## src/rtl/spr_pkg.sv

```systemverilog
package spr_pkg;

    localparam int PAGE_W = 13;
    localparam int OFFS_W = 10;

    typedef enum logic [1:0] {
        ST_IDLE,
        ST_HDR,
        ST_DATA,
        ST_HOLD
    } spr_state_e;

    typedef struct packed {
        logic [7:0]        opcode;
        logic              rsvd;
        logic [PAGE_W-1:0] page;
        logic [OFFS_W-1:0] offs;
    } spr_cmd_t;

    localparam int CMD_BITS = $bits(spr_cmd_t);

    function automatic spr_cmd_t make_cmd(input logic [7:0] op,
                                          input logic [PAGE_W-1:0] pg,
                                          input logic [OFFS_W-1:0] off);
        spr_cmd_t c;
        c.opcode = op;
        c.rsvd   = 1'b0;
        c.page   = pg;
        c.offs   = off;
        return c;
    endfunction

endpackage

```

## src/rtl/spr_tick.sv

```systemverilog
module spr_tick #(
    parameter int HALF_DIV = 4
) (
    input  logic clk,
    input  logic rst,
    input  logic clr,
    input  logic en,
    output logic tick
);
    localparam int W = (HALF_DIV > 1) ? $clog2(HALF_DIV) : 1;
    localparam logic [W-1:0] RELOAD = W'(HALF_DIV - 1);

    logic [W-1:0] cnt;

    always_ff @(posedge clk) begin
        if (rst || clr) begin
            cnt <= RELOAD;
        end else if (en) begin
            cnt <= (cnt == '0) ? RELOAD : cnt - 1'b1;
        end
    end

    assign tick = en && (cnt == '0);
endmodule

```

## src/rtl/spr_shift.sv

```systemverilog
module spr_shift #(
    parameter int TX_W = 32
) (
    input  logic            clk,
    input  logic            rst,
    input  logic            load,
    input  logic [TX_W-1:0] load_word,
    input  logic            tx_adv,
    input  logic            rx_cap,
    input  logic            miso,
    output logic            mosi,
    output logic [7:0]      rx_next
);
    logic [TX_W-1:0] tx_q;
    logic [7:0]      rx_q;

    always_ff @(posedge clk) begin
        if (rst) begin
            tx_q <= '0;
            rx_q <= '0;
        end else begin
            if (load) begin
                tx_q <= load_word;
            end else if (tx_adv) begin
                tx_q <= {tx_q[TX_W-2:0], 1'b0};
            end
            if (rx_cap) begin
                rx_q <= rx_next;
            end
        end
    end

    assign mosi    = tx_q[TX_W-1];
    assign rx_next = {rx_q[6:0], miso};
endmodule

```

## src/rtl/spi_page_reader.sv

```systemverilog
module spi_page_reader
    import spr_pkg::*;
#(
    parameter int         HALF_DIV   = 4,
    parameter int         PAGE_BYTES = 528,
    parameter int         DUMMY_CLKS = 32,
    parameter int         CNT_W      = 16,
    parameter logic [7:0] OPCODE     = 8'hD2
) (
    input  logic              clk,
    input  logic              rst,
    input  logic              req_valid,
    output logic              req_ready,
    input  logic [12:0]       req_page,
    input  logic [9:0]        req_offset,
    input  logic [CNT_W-1:0]  req_count,
    output logic              req_err,
    output logic [7:0]        rd_data,
    output logic              rd_valid,
    input  logic              rd_ready,
    output logic              spi_cs_n,
    output logic              spi_sck,
    output logic              spi_mosi,
    input  logic              spi_miso
);
    localparam int HDR_BITS = CMD_BITS + DUMMY_CLKS;
    localparam int HCNT_W   = $clog2(HDR_BITS + 1);
    localparam logic [OFFS_W:0] OFFS_LIM = (OFFS_W + 1)'(PAGE_BYTES);

    spr_state_e        state;
    logic              sck_q, cs_n_q, err_q, out_valid;
    logic [7:0]        out_data;
    logic [HCNT_W-1:0] hcnt;
    logic [2:0]        bcnt;
    logic [CNT_W-1:0]  remain;

    logic       accept, bad_req, start, pop, slot_free, tick;
    logic       tx_adv, rx_cap;
    logic [7:0] rx_next;
    spr_cmd_t   cmd;

    assign accept    = req_valid && (state == ST_IDLE);
    assign bad_req   = ({1'b0, req_offset} >= OFFS_LIM) || (req_count == '0);
    assign start     = accept && !bad_req;
    assign pop       = out_valid && rd_ready;
    assign slot_free = !out_valid || rd_ready;
    assign tx_adv    = (state == ST_HDR)  && tick && sck_q;
    assign rx_cap    = (state == ST_DATA) && tick && sck_q;
    assign cmd       = make_cmd(OPCODE, req_page, req_offset);

    spr_tick #(.HALF_DIV(HALF_DIV)) tick_i (
        .clk  (clk),
        .rst  (rst),
        .clr  (start),
        .en   (state != ST_IDLE),
        .tick (tick)
    );

    spr_shift #(.TX_W(CMD_BITS)) shift_i (
        .clk       (clk),
        .rst       (rst),
        .load      (start),
        .load_word (cmd),
        .tx_adv    (tx_adv),
        .rx_cap    (rx_cap),
        .miso      (spi_miso),
        .mosi      (spi_mosi),
        .rx_next   (rx_next)
    );

    always_ff @(posedge clk) begin
        if (rst) begin
            state     <= ST_IDLE;
            sck_q     <= 1'b0;
            cs_n_q    <= 1'b1;
            err_q     <= 1'b0;
            out_valid <= 1'b0;
            out_data  <= '0;
            hcnt      <= '0;
            bcnt      <= '0;
            remain    <= '0;
        end else begin
            err_q <= accept && bad_req;
            if (pop) begin
                out_valid <= 1'b0;
            end
            unique case (state)
                ST_IDLE: begin
                    if (start) begin
                        cs_n_q <= 1'b0;
                        hcnt   <= HCNT_W'(HDR_BITS);
                        bcnt   <= '0;
                        remain <= req_count;
                        state  <= ST_HDR;
                    end
                end
                ST_HDR: begin
                    if (tick) begin
                        if (!sck_q) begin
                            sck_q <= 1'b1;
                        end else begin
                            sck_q <= 1'b0;
                            hcnt  <= hcnt - 1'b1;
                            if (hcnt == HCNT_W'(1)) begin
                                state <= ST_DATA;
                            end
                        end
                    end
                end
                ST_DATA: begin
                    if (tick) begin
                        if (!sck_q) begin
                            if (bcnt != '0 || slot_free) begin
                                sck_q <= 1'b1;
                            end
                        end else begin
                            sck_q <= 1'b0;
                            bcnt  <= bcnt + 3'd1;
                            if (bcnt == 3'd7) begin
                                out_data  <= rx_next;
                                out_valid <= 1'b1;
                                remain    <= remain - 1'b1;
                                if (remain == CNT_W'(1)) begin
                                    state <= ST_HOLD;
                                end
                            end
                        end
                    end
                end
                ST_HOLD: begin
                    if (tick) begin
                        cs_n_q <= 1'b1;
                        state  <= ST_IDLE;
                    end
                end
                default: state <= ST_IDLE;
            endcase
        end
    end

    assign req_ready = (state == ST_IDLE);
    assign req_err   = err_q;
    assign rd_data   = out_data;
    assign rd_valid  = out_valid;
    assign spi_cs_n  = cs_n_q;
    assign spi_sck   = sck_q;
endmodule

```

## config.mk

```make
export PLATFORM = sky130hd
export DESIGN_NAME = spi_page_reader
export DESIGN_NICKNAME = d
export VERILOG_FILES = /design/src/rtl/spr_pkg.sv /design/src/rtl/spr_tick.sv /design/src/rtl/spr_shift.sv /design/src/rtl/spi_page_reader.sv
export SDC_FILE = /design/constraint.sdc
export NUM_CORES = 1
export LEC_CHECK = 0
export BUFFER_PORTS_ARGS = -buffer_cell sky130_fd_sc_hd__buf_2
export CAP_MARGIN = 20
export CORE_AREA = 2 2 106 77
export CTS_CLUSTER_DIAMETER = 40
export DETAILED_ROUTE_END_ITERATION = 7
export DIE_AREA = 0 0 108 79
export GPL_TIMING_DRIVEN = 1
export PLACE_DENSITY = 0.81
export SLEW_MARGIN = 25
export SYNTH_ARGS = -nofsm -noshare
export SYNTH_HDL_FRONTEND = slang
export SYNTH_HIERARCHICAL = 1
export SYNTH_SLANG_ARGS = --single-unit
```

## constraint.sdc

```tcl
create_clock -name clk -period 7.8 [get_ports clk]
set_clock_uncertainty 0.2 [all_clocks]
set_input_delay 1.56 -clock clk [delete_from_list [all_inputs] [get_ports clk]]
set_output_delay 1.56 -clock clk [all_outputs]
set_load 0.03 [all_outputs]
```

==> After elaboration in Yosys (flattened, before gate mapping) <==
Index checks and enable logic that the tools add are counted.
{ "word_totals": {"reg_bits": 81, "out_inout_bits": 14} }
{ "op_classes": {"order_cmp": 1, "reduce_logical": 33, "n_eq_ne": 15, "n_addsub": 4, "mux": 40} }
{ "op_table": {"columns": ["cell", "count"], "rows": [
  ["$mux W16", 4],
  ["$mux W32", 2],
  ["$pmux W16 S2", 1],
  ["$mux W7", 3],
  ["$mux W2", 10],
  ["$eq A16 B1 Y1 const B", 1],
  ["$logic_not A16 Y1", 1],
  ["$sub A16 B1 Y16 const B", 1],
  ["$pmux W7 S2", 1],
  ["$mux W1", 12],
  ["$reduce_and A4 Y1", 3],
  ["$reduce_bool A2 Y1", 6],
  ["$ge A10 B10 Y1 const B", 1],
  ["$ne A2 B2 Y1 const B", 5],
  ["$logic_and A1 B1 Y1", 9],
  ["$mux W3", 3],
  ["$reduce_and A9 Y1", 1],
  ["$ne A2 B1 Y1 const B", 4],
  ["$pmux W2 S4", 1],
  ["$eq A7 B1 Y1 const B", 1],
  ["$sub A7 B1 Y7 const B", 1],
  ["$pmux W3 S2", 1],
  ["$reduce_and A3 Y1", 2],
  ["$reduce_and A5 Y1", 1],
  ["other kinds (11)", 18]
]} }

==> Logic depth before layout (Yosys ltp) <==
Gate-level depths: netlist (run 1).
{ "logic_depth": {"depth_word": 7, "mapped_depth": 11, "depth_no_buf": 10} }

==> By module <==
Netlist (run 1), hierarchy kept.
{ "by_module_without_submodules": {"columns": ["mod", "area_each_um2", "seq_area_each_um2", "cells_each", "instances"], "rows": [
  ["spi_page_reader", 2406.1, 800.8, 301, 1],
  ["spr_shift", 1915.6, 780.7, 166, 1],
  ["spr_tick", 106.4, 40.0, 12, 1]
]} }

==> Least setup slack after synthesis (run 1) <==
OpenSTA, ideal clock, no wires.
{ "synth_path": {"path_type": "input port to flip-flop", "startpoint": "input req_offset[8]", "endpoint": "register remain[0]", "n_path_buf": 0, "cell_stages": 5, "t_arrival_ns": 2.963, "slack_ns": 4.516, "setup_time_ns": 0.122, "t_required_ns": 7.478, "cell_sequence": "or3_1 o41ai_4 a21o_1 nand2_2 o311a_1"} }
{ "synth_between": {"elab_chain_len": 6} }
{ "synth_rtl": {"columns": ["item", "line_no", "source"], "rows": [
  ["start, declared", "spi_page_reader.sv:15", "input logic [9:0] req_offset,"],
  ["$ge A10 B10 Y1", "spi_page_reader.sv:43", "assign bad_req = ({1'b0, req_offset} >= OFFS_LIM) || (req_count == '0);"],
  ["$logic_or A1 B1 Y1", "spi_page_reader.sv:43", null],
  ["$logic_not A1 Y1", "spi_page_reader.sv:44", "assign start = accept && !bad_req;"],
  ["$logic_and A1 B1 Y1", "spi_page_reader.sv:44", null],
  ["$ne A2 B1 Y1 (no source line)", null, null],
  ["$reduce_and A5 Y1 (no source line)", null, null],
  ["end signal, assigned", "spi_page_reader.sv:93", "remain <= req_count;"],
  ["end signal, assigned", "spi_page_reader.sv:122", "remain <= remain - 1'b1;"],
  ["end, declared", "spi_page_reader.sv:35", "logic [CNT_W-1:0] remain;"]
]} }
Every way passes these cells.
A chain may end at the register's enable or synchronous reset.

==> Worst setup path in the final report (run 1) <==
{ "layout_path": {"startpoint": "input req_count[6]", "endpoint": "register shift_i.tx_q[29]"} }
{ "layout_between": {"elab_chain_len": 5} }
{ "layout_rtl": {"columns": ["item", "line_no", "source"], "rows": [
  ["start, declared", "spi_page_reader.sv:16", "input logic [CNT_W-1:0] req_count,"],
  ["$logic_not A16 Y1", "spi_page_reader.sv:43", null],
  ["$logic_or A1 B1 Y1", "spi_page_reader.sv:43", null],
  ["$logic_not A1 Y1", "spi_page_reader.sv:44", null],
  ["$logic_and A1 B1 Y1", "spi_page_reader.sv:44", null],
  ["net start", "spi_page_reader.sv:37", "logic accept, bad_req, start, pop, slot_free, tick;"],
  ["$reduce_or A2 Y1 (no source line)", null, null],
  ["end signal, assigned", "spr_shift.sv:23", "tx_q <= load_word;"],
  ["end signal, assigned", "spr_shift.sv:25", "tx_q <= {tx_q[TX_W-2:0], 1'b0};"],
  ["end, declared", "spr_shift.sv:14", "logic [TX_W-1:0] tx_q;"]
]} }
The timed path passes the listed nets, and every way through them passes these cells.

==> results of run 1 <==
## cell type report
class / count / area [um^2]
Fill cell: 624 / 2720
Clock inverter: 5 / 62.6
Clock buffer: 11 / 151
Sequential cell: 81 / 1620
Tap cell: 101 / 126
Multi-Input combinational cell: 355 / 2530
Inverter: 16 / 60.1
Timing Repair Buffer: 62 / 323
## state kept, by name, summed over array words and instances, names as in the netlist
register and flops:
rd_valid 1, state 2, spi_cs_n 1, shift_i/tx_q 32
hcnt 7, bcnt 3, remain 16, req_err 1
rd_data 8, spi_sck 1, tick_i/cnt 2, shift_i/rx_q 7
## cells in the final DEF (no fill, tap or decap), types with 9 or more instances in the layout
cell and count:
nor4_1 9, nand2_1 37, nor2_1 23, clkbuf_8 11
nor2b_1 33, buf_2 57, ha_1 13, a21oi_1 36
nor3_1 14, o31ai_1 13, inv_1 15, conb_1 9
mux2i_1 39, o21ai_0 10, dfxtp_1 81, a211oi_2 30
## power by group through the flow
stage               Combinational (W)  Clock (W)  Sequential (W)
floorplan                    0.000539          0        0.000551
global placement             0.000663          0        0.000558
detailed placement           0.000684          0        0.000561
CTS                          0.000687   0.000328        0.000553
global route                 0.000774   0.000345        0.000565
finish                       0.000702   0.000323        0.000555
## critical path, stage by stage
cell and delay [ns]:
buf_2 0.10, nor4_1 0.44, nand4_1 0.37, nand2_1 0.20, inv_1 0.36, inv_1 0.14
buf_4 0.43, a211oi_1 0.14
## metrics by stage
stage	setup WS, ns	utilization	cell area [um^2]	hold WS [ns]	power, W
global placement	3.81	0.614	4670	0.240	0.00122
detailed placement	3.69	0.614	4670	0.245	0.00124
global route	3.83	0.642	4880	0.283	0.00168
CTS	4.04	0.642	4880	0.257	0.00157
floorplan	4.52	-	4450	0.231	0.00109
finish	4.03	0.642	4880	0.252	0.00158
## cell families (layout without fill, tap and decap cells)
kind of cell / after synthesis / count (layout) / share of synthesized area
buffers and inverters: 50 / 94 / 0.0672
adders and majority gates: 13 / 13 / 0.0367
muxes: 39 / 39 / 0.0882
DFF: 81 / 81 / 0.366
and+or+nand+nor: 157 / 157 / 0.188
AOI/OAI and AO/OA: 137 / 137 / 0.252
other: 2 / 9 / 0.00170
## final timing paths
check | startpoint | endpoint
hold reg to reg | rd_data[0] | rd_data[0]
hold / removal | rd_data[0] | rd_data[0]
setup / recovery | req_count[6] | shift_i/tx_q[29]
setup reg to reg | state[0] | remain[1]
## per-layer routing
| layer | track usage | up-vias |
|---|---|---|
| met4 | 0.0744 | 0 |
| li1 | - | 1842 |
| met3 | 0.0534 | 13 |
| met1 | 0.339 | 1754 |
| met2 | 0.366 | 153 |
| met5 | 0 | - |
==> summary.txt, run 1 <==
Die
  • Ports: a little under 60
  • DIE AREA: 8530 um^2
  • Row Count: 27
  • Initial core utilization: 0.583
  • Die width: between 100 and 150 um
  • Core area: ~7600 um^2
  • Die Span Y: 79 um

Power
  • Pint: 0.000894 W
  • IR drop worst, VDD: approximately 240 uV
  • Clock power frac: 0.205
  • Sw Share: 0.434
  • Power density cells: 324 nW/um^2
  • Comb pwr share: 0.444
  • Share of power burned in registers: 0.351
  • NetSw: approximately 0.00069 W
  • Lkg Pwr: 1.79 nW

Finish
  • Synth-to-layout area growth: 10.2%
  • Non-filler cells, final: about 630
  • Final #Nets: slightly below 600
  • Ant diodes: 0
  • Layout cells sized above 1: 0.226

Synthesis
  • Seq cells post-synth: slightly above 80
  • Synth unique cells: 64
  • Sequential area share after synthesis: 0.366
  • Cell count after synthesis: around 480
  • Most frequent cells after synthesis: dfxtp_1 (81), mux2i_1 (39), nand2_1 (37)
  • Most common cell in the netlist: dfxtp_1
  • Post-synth ARST share: 0
  • Post-synth top flop: dfxtp_1
  • Area leader, netlist: dfxtp_1
  • Syn Area/Cell: between 9 and 10 um^2
  • Share of the synthesized area in the top cell type: 0.366
  • Number of flops mapped to enable cells by yosys: 0
  • Ys Warns: 6
  • Synth area leaders: dfxtp_1 (37%), mux2i_1 (8.8%), a211oi_2 (8.5%), nor2b_1 (4.7%), a21oi_1 (4.1%)
  • Synth Cell Area: roughly 4400 um^2

Clock network
  • TritonCTS clock tree: yes
  • CTS H-tree lvls: 3
  • Max Root-Sink Buffers: 2
  • Clock-pin slew of the registers on the worst-case setup and hold paths: approximately 0.09 ns
  • Post-cts resize count: 0
  • Clk Latency, worst-skew pair: between 0.3 and 0.4 ns
  • Hold buffers post-CTS: 0
  • CTS root buffer: clkbuf_8
  • Clk sinks: a little over 80
  • CTS Buf Count: 9
  • Post-CTS setup buffer count: 0

Drt
  • Met2 routed WL: roughly 4300 um
  • Via count: around 3800
  • WL final: about 9700 um
  • Vias per cell: 5.96
  • Highest metal used: met4
  • DRC viols: 0
  • Initial DRC count: between 400 and 500
  • Post-route ant nets: 0
  • Met1 wire length: approximately 4600 um
  • Wire length on met3: 659 um
  • Pre-Repair DR Iteration Count: 5
  • Post-DR wirelength/cell: 15.4 um

Setup path
  • CP Max Fanout: 35
  • Worst Path Required: 7.78 ns
  • CP Class: input pin to flip-flop
  • Critical Path Start Type: input pin
  • Worst Setup End Kind: flip-flop
  • Crit path DAT: roughly 3.8 ns
  • Worst r2r path cells: 9
  • R2r setup slk: 4.20 ns

Timing
  • Setup tns final: 0 ns
  • Tcrit/Tclk final: 0.484
  • Final setup violation count: 0
  • Slew @ Worst Pin: a little over 1 ns
  • RSZ-0062 raised after global routing: false
  • Endpoints failing hold: 0
  • Max Freq: 265 MHz
  • Worst rel slew slack: 0.316
  • Final min period: 3.77 ns
  • Count of pins over their slew limit: 0

GRT
  • First-pass GRT wire length: between 15000 and 20000 um
  • Initial antenna violation count: 0
  • Gr usage total: 0.240
  • Pin count of the biggest net entering global routing: 78
  • Remaining Overflow, GRT: 0
  • Vias in the first global route: about 3500

Run status
  • Status: complete, no violations

Placement
  • GPL Wtd Cong: between 0.8 and 0.9
  • Hpwl dp: about 6600 um
  • Dpl cells: around 600
  • Port Buffers: 57

Min path
  • Hold WC Path Type: flip-flop to flip-flop
  • Hold path cells: 2

Flow run
  • Max Cap Viol: 0
Note: power is estimated with default switching activity, not from simulation.
==> run 2, diff against run 1 <==
--- a/config.mk
+++ b/config.mk
@@ -5,14 +5,15 @@
 export SDC_FILE = /design/constraint.sdc
 export NUM_CORES = 1
 export LEC_CHECK = 0
+export ABC_AREA = 1
 export BUFFER_PORTS_ARGS = -buffer_cell sky130_fd_sc_hd__buf_2
 export CAP_MARGIN = 20
-export CORE_AREA = 2 2 106 77
+export CORE_AREA = 2 2 110 80
 export CTS_CLUSTER_DIAMETER = 40
 export DETAILED_ROUTE_END_ITERATION = 7
-export DIE_AREA = 0 0 108 79
+export DIE_AREA = 0 0 112 82
 export GPL_TIMING_DRIVEN = 1
-export PLACE_DENSITY = 0.81
+export PLACE_DENSITY = 0.78
 export SLEW_MARGIN = 25
 export SYNTH_ARGS = -nofsm -noshare
 export SYNTH_HDL_FRONTEND = slang
==> constraint.sdc (replaced) <==
create_clock -name clk -period 3.8 [get_ports clk]
set_clock_uncertainty 0.2 [all_clocks]
set_input_delay 0.76 -clock clk [delete_from_list [all_inputs] [get_ports clk]]
set_output_delay 0.76 -clock clk [all_outputs]
set_load 0.03 [all_outputs]
==> summary.txt, run 2 <==
Setup path
  • CP Cell Sequence: inv_1, ha_1, inv_1, nand2_1, inv_1, nand2_2, nor2_2, o21bai_1, nand2_1, nand2_1, a21oi_1
  • Worst path top cell family by delay: simple AND/OR/NAND/NOR gates
  • Critical Path Start Type: flip-flop
  • Worst path buffer plus inverter count: 3
  • Worst r2r path cells: 11
  • Reg2reg end: hcnt[1]
  • Worst R2R Start: state[0]
  • R2r setup slk: between 0.5 and 0.6 ns
  • CP Class: flip-flop to flip-flop
  • Worst Path Required: roughly 3.8 ns
  • Worst Setup End Kind: flip-flop
  • Max incr delay on CP: ~0.60 ns
  • CP Max Fanout: 15
  • Slowest stage cell, crit path: nor2_2
  • Crit path DAT: between 3 and 4 ns

Synthesis
  • Most frequent cells after synthesis: nand2_1 (216), nor2_1 (103), nand3_1 (101)
  • Seq cells post-synth: slightly above 80
  • Cell count after synthesis: 719
  • Post-synth ARST share: 0
  • Area leader, netlist: dfxtp_1
  • Synth unique cells: 34
  • Ys Warns: 6
  • Share of the synthesized area in the top cell type: 0.354
  • Mux cell area share after synthesis: 0
  • Synth Area in Simple Gates: 0.413
  • Sequential area share after synthesis: 0.354
  • Post-synth top flop: dfxtp_1
  • Largest family of logic cells by synthesized area: simple AND/OR/NAND/NOR gates
  • Syn Area/Cell: between 6 and 7 um^2
  • Synth Cell Area: around 4600 um^2
  • Compound-cell area share of the yosys netlist: 0.0701
  • Adder-Cell Fraction of Synth Area: 0.0355
  • XOR/XNOR share of the synthesized area: 0.00955
  • Number of flops mapped to enable cells by yosys: 0
  • Synth area leaders: dfxtp_1 (35%), nand2_1 (18%), nand3_1 (11%), nor2_1 (8.4%), inv_1 (6.6%)
  • Most common cell in the netlist: nand2_1

GRT
  • Gr usage total: 0.243
  • Initial antenna violation count: 0
  • First-pass GRT wire length: around 18000 um
  • Vias in the first global route: just under 4000
  • Remaining Overflow, GRT: 0
  • Pin count of the biggest net entering global routing: 34

Die
  • Core area: between 8000 and 9000 um^2
  • Initial core utilization: 0.559
  • DIE AREA: around 9200 um^2
  • Row Count: 28
  • Die width: ~110 um
  • Die Span Y: between 80 and 90 um
  • Ports: 58

Clock network
  • Post-cts resize count: 0
  • Clk sinks: slightly above 80
  • Clk Latency, worst-skew pair: about 0.34 ns
  • CTS root buffer: clkbuf_16
  • CTS Buf Count: 9
  • Hold buffers post-CTS: 0
  • Clock-pin slew of the registers on the worst-case setup and hold paths: 0.06 ns
  • CTS H-tree lvls: 3
  • Max Root-Sink Buffers: 2
  • TritonCTS clock tree: yes
  • Post-CTS setup buffer count: 0

Finish
  • Largest register FFs: 32
  • Non-filler cells, final: 878
  • Final cell utilization of the core: 0.629
  • Ant diodes: 0
  • Most flop-heavy register: shift_i/tx_q
  • Layout cells sized above 1: 0.131
  • Synth-to-layout area growth: 12.5%
  • Most common cell after layout, fill and taps aside: nand2_1
  • Final #Nets: ~830
  • Commonest cells after routing, fill and taps aside: nand2_1 (216), nor2_1 (103), nand3_1 (101)

Power
  • Pwr Total: between 0.003 and 0.004 W
  • IR drop worst, VDD: about 350 uV
  • Lkg Pwr: about 2.8 nW
  • Power density cells: approximately 660 nW/um^2

Drt
  • Post-DR wirelength/cell: about 12 um
  • DRC viols: 0
  • Initial DRC count: around 400
  • Via count: 4535
  • WL final: 10900 um
  • Pre-Repair DR Iteration Count: 5
  • Vias per cell: 5.17
  • Post-route ant nets: 0

Timing
  • RSZ-0062 raised after global routing: false
  • Max Freq: between 300 and 400 MHz
  • Endpoints failing hold: 0
  • Count of pins over their slew limit: 0
  • Setup tns final: 0 ns
  • Slew @ Worst Pin: 0.946 ns
  • Tcrit/Tclk final: 0.843
  • Final min period: ~3.2 ns
  • Worst rel slew slack: 0.369
  • Final setup violation count: 0

Min path
  • HP Start: remain[1]
  • Hold path cells: 2
  • Hold WC Path Type: flip-flop to flip-flop
  • WHS Endpoint: remain[1]

Placement
  • Port Buffers: 57
  • Dpl cells: between 800 and 900
  • GPL Wtd Cong: just under 0.9
  • Hpwl dp: roughly 7500 um

Run status
  • Status: complete, no violations

Flow run
  • Max Cap Viol: 0
==> run 2: changes by cell type after synthesis, moves of 33 or more <==
cell and delta:
nand3_1 +94, inv_1 +66, nor2_1 +80, mux2i_1 -39
nor2b_1 -33, nand2_1 +179
==> run 2: power breakdown <==
group	internal, W	switching [W]	leakage (nW)
sequential	0.000994	0.000121	0.661
combinational	0.000455	0.000967	1.95
clock	0.000531	0.000357	0.150
total	0.00198	0.00145	2.76
==> run 2: area by class of cell <==
type	count	area, um^2
Fill cell	748	3040
Multi-Input combinational cell	530	2460
Sequential cell	81	1620
Timing Repair Buffer	63	330
Inverter	83	312
Clock buffer	11	243
Tap cell	105	131
Clock inverter	5	65.1
==> run 2: how the worst max path moves through the flow <==
stage / start / end / slack, ns / cells after the start
floorplan: state[0] / hcnt[5] / 1.51 / 12
global placement: state[0] / hcnt[0] / 0.91 / 11
detailed placement: state[0] / hcnt[3] / 0.75 / 11
CTS: state[0] / hcnt[3] / 0.67 / 11
global route: state[0] / hcnt[0] / 0.36 / 11
finish: state[0] / hcnt[1] / 0.59 / 11
==> run 2: cells by family after synthesis <==
| group | count (synthesis) |
|---|---|
| other | 2 |
| buffers and inverters | 115 |
| xor gates and xnor gates | 5 |
| and+or+nand+nor | 443 |
| AOI/OAI and AO/OA | 60 |
| DFF | 81 |
| adders and majority gates | 13 |
==> run 2: routing by layer <==
metal  GRT usage  wire length, um  vias up
li1            -                -     2332
met1       0.328             5190     2009
met2       0.376             4740      170
met3      0.0620              762       24
met4      0.0951              226        0
met5           0                0        -
==> run 2: through the flow <==
step | hold WS [ns] | instance area (um^2) | worst slack [ns]
6_report | 0.269 | 5160 | 0.595
5_1_grt | 0.288 | 5160 | 0.365
4_1_cts | 0.266 | 5160 | 0.675
3_5_place_dp | 0.258 | 4850 | 0.753
3_3_place_gp | 0.251 | 4850 | 0.905
2_1_floorplan | 0.234 | 4610 | 1.51
==> run 2: worst min-delay path, stage by stage (launching register included) <==
cell and delay [ns]:
dfxtp_1 0.30, nand2_1 0.06, a21oi_1 0.05
==> run 3, diff against run 2 <==
--- a/config.mk
+++ b/config.mk
@@ -8,12 +8,12 @@
 export ABC_AREA = 1
 export BUFFER_PORTS_ARGS = -buffer_cell sky130_fd_sc_hd__buf_2
 export CAP_MARGIN = 20
-export CORE_AREA = 2 2 110 80
+export CORE_AREA = 2 2 115 83
 export CTS_CLUSTER_DIAMETER = 40
 export DETAILED_ROUTE_END_ITERATION = 7
-export DIE_AREA = 0 0 112 82
+export DIE_AREA = 0 0 117 85
 export GPL_TIMING_DRIVEN = 1
-export PLACE_DENSITY = 0.78
+export PLACE_DENSITY = 0.76
 export SLEW_MARGIN = 25
 export SYNTH_ARGS = -nofsm -noshare
 export SYNTH_HDL_FRONTEND = slang
==> constraint.sdc (replaced) <==
create_clock -name clk -period 2.9 [get_ports clk]
set_clock_uncertainty 0.2 [all_clocks]
set_input_delay 0.58 -clock clk [delete_from_list [all_inputs] [get_ports clk]]
set_output_delay 0.58 -clock clk [all_outputs]
set_load 0.03 [all_outputs]
==> summary.txt, run 3 (same netlist as run 2, synthesis figures left out) <==
Run status
  • Status: complete, no violations

Timing
  • Final setup violation count: 0
  • Endpoints failing hold: 0
  • Max Freq: approximately 380 MHz
  • Worst hold margin: about 0.26 ns
  • Setup tns final: 0 ns
  • Count of pins over their slew limit: 0
  • RSZ-0062 raised after global routing: false
  • Worst rel slew slack: 0.410
  • Tcrit/Tclk final: 0.918
  • Final min period: approximately 2.7 ns
  • Slew @ Worst Pin: ~0.9 ns

Drt
  • Wire length on met3: ~540 um
  • WL final: between 10000 and 15000 um
  • Post-route ant nets: 0
  • Via count: 4464
  • Highest metal used: met4
  • Met2 routed WL: about 4600 um
  • Met1 wire length: a little over 5000 um
  • Vias per cell: a little under 5
  • DRC viols: 0
  • Initial DRC count: 354
  • Pre-Repair DR Iteration Count: 5
  • Post-DR wirelength/cell: approximately 12 um

Setup path
  • Max incr delay on CP: 0.42 ns
  • Worst path buffer plus inverter count: 3
  • Critical Path Start Type: flip-flop
  • Total stage count of the critical path: 11
  • CP Cell Sequence: inv_1, ha_1, inv_1, nand2_1, inv_1, nand2_2, nor2_2, o21bai_1, nand2_1, nand2_1, a21oi_1
  • CP Max Fanout: 11
  • Worst path top cell family by delay: simple AND/OR/NAND/NOR gates
  • Worst Setup End Kind: flip-flop
  • Worst Path Required: about 2.9 ns
  • Worst r2r path cells: 11
  • CP Class: flip-flop to flip-flop
  • Slowest stage cell, crit path: o21bai_1
  • Crit path DAT: ~2.7 ns

Power
  • Comb pwr share: 0.416
  • Pint: 0.00260 W
  • NetSw: around 0.0018 W
  • Sw Share: 0.413
  • Clock power frac: 0.256
  • Power density cells: between 800 and 900 nW/um^2
  • IR drop worst, VDD: approximately 380 uV
  • Share of power burned in registers: 0.329
  • Lkg Pwr: roughly 2.8 nW

Clock network
  • CTS Buf Count: 9
  • Clk sinks: between 80 and 90
  • CTS H-tree lvls: 3
  • CTS root buffer: clkbuf_16
  • TritonCTS clock tree: yes
  • Post-cts resize count: 0
  • Clk Latency, worst-skew pair: 0.34 ns
  • Post-CTS setup buffer count: 0
  • Clock-pin slew of the registers on the worst-case setup and hold paths: approximately 0.06 ns
  • Hold buffers post-CTS: 0
  • Max Root-Sink Buffers: 2

Die
  • Ports: 58
  • Die Span Y: 85 um
  • Row Count: 29
  • DIE AREA: 9950 um^2
  • Initial core utilization: 0.516
  • Die width: ~120 um
  • Core area: ~8900 um^2

Finish
  • Most common cell after layout, fill and taps aside: nand2_1
  • Most flop-heavy register: shift_i/tx_q
  • Commonest cells after routing, fill and taps aside: nand2_1 (216), nor2_1 (103), nand3_1 (101)
  • Final cell utilization of the core: 0.584
  • Synth-to-layout area growth: 13.3%
  • Largest register FFs: 32
  • Layout cells sized above 1: 0.134
  • Final #Nets: between 800 and 900
  • Ant diodes: 0

GRT
  • Initial antenna violation count: 0
  • Gr usage total: 0.217
  • Pin count of the biggest net entering global routing: 37
  • Remaining Overflow, GRT: 0
  • First-pass GRT wire length: about 17000 um
  • Vias in the first global route: 3915

Placement
  • Hpwl dp: 7310 um
  • Port Buffers: 57
  • GPL Wtd Cong: 0.891

Min path
  • Hold path cells: 2
  • Hold WC Path Type: flip-flop to flip-flop

Flow run
  • Max Cap Viol: 0
## run 3: cell types whose count changed in the layout (fill, tap and decap cells not counted), sizes merged
cell / before / now
clkinvlp: 0 / 2
clkinv: 5 / 3
buf: 63 / 66
## run 3: area by class of cell
cell class                 count  area, um^2
fill                         839        3690
timing repair buffer          66         353
clock buffer                  11         243
multi-input combinational    530        2460
clock inverter                 5        55.1
tap                          124         155
inverter                      83         312
sequential                    81        1620
## run 3: per-layer routing
metal | global-route usage | up-vias
li1 | - | 2329
met1 | 0.293 | 2015
met2 | 0.342 | 103
met3 | 0.0550 | 17
met4 | 0.0684 | 0
met5 | 0 | -
## run 3: worst min-delay path, cell delays in order (launching register included)
cell and delay (ns):
dfxtp_1 0.31, nand2_1 0.06, a21oi_1 0.05
## run 3: metrics by stage
step	setup WS, ns	cell area, um^2	std cells	total power, W
after floorplan	0.615	4610	726	0.00297
after global placement	0.469	4900	884	0.00322
after detailed placement	0.298	4900	884	0.00328
after CTS	0.269	5190	900	0.00443
after global routing	0.00904	5190	900	0.00478
final	0.237	5190	900	0.00443
## run 3: path summary, 6_finish.rpt
check                    endpoint       startpoint  slack [ns]
setup / recovery          hcnt[4]         state[0]        0.24
hold / removal    shift_i/tx_q[0]  shift_i/tx_q[0]        0.26
setup reg to reg          hcnt[4]         state[0]        0.24
hold reg to reg   shift_i/tx_q[0]  shift_i/tx_q[0]        0.26
## run 3: power groups by stage
stage,clock (W),combinational (W),sequential (W)
2_1_floorplan,0,0.00152,0.00146
3_3_place_gp,0,0.00175,0.00147
3_5_place_dp,0,0.00181,0.00147
4_1_cts,0.00115,0.00183,0.00145
5_1_grt,0.00120,0.00210,0.00148
6_report,0.00113,0.00184,0.00146
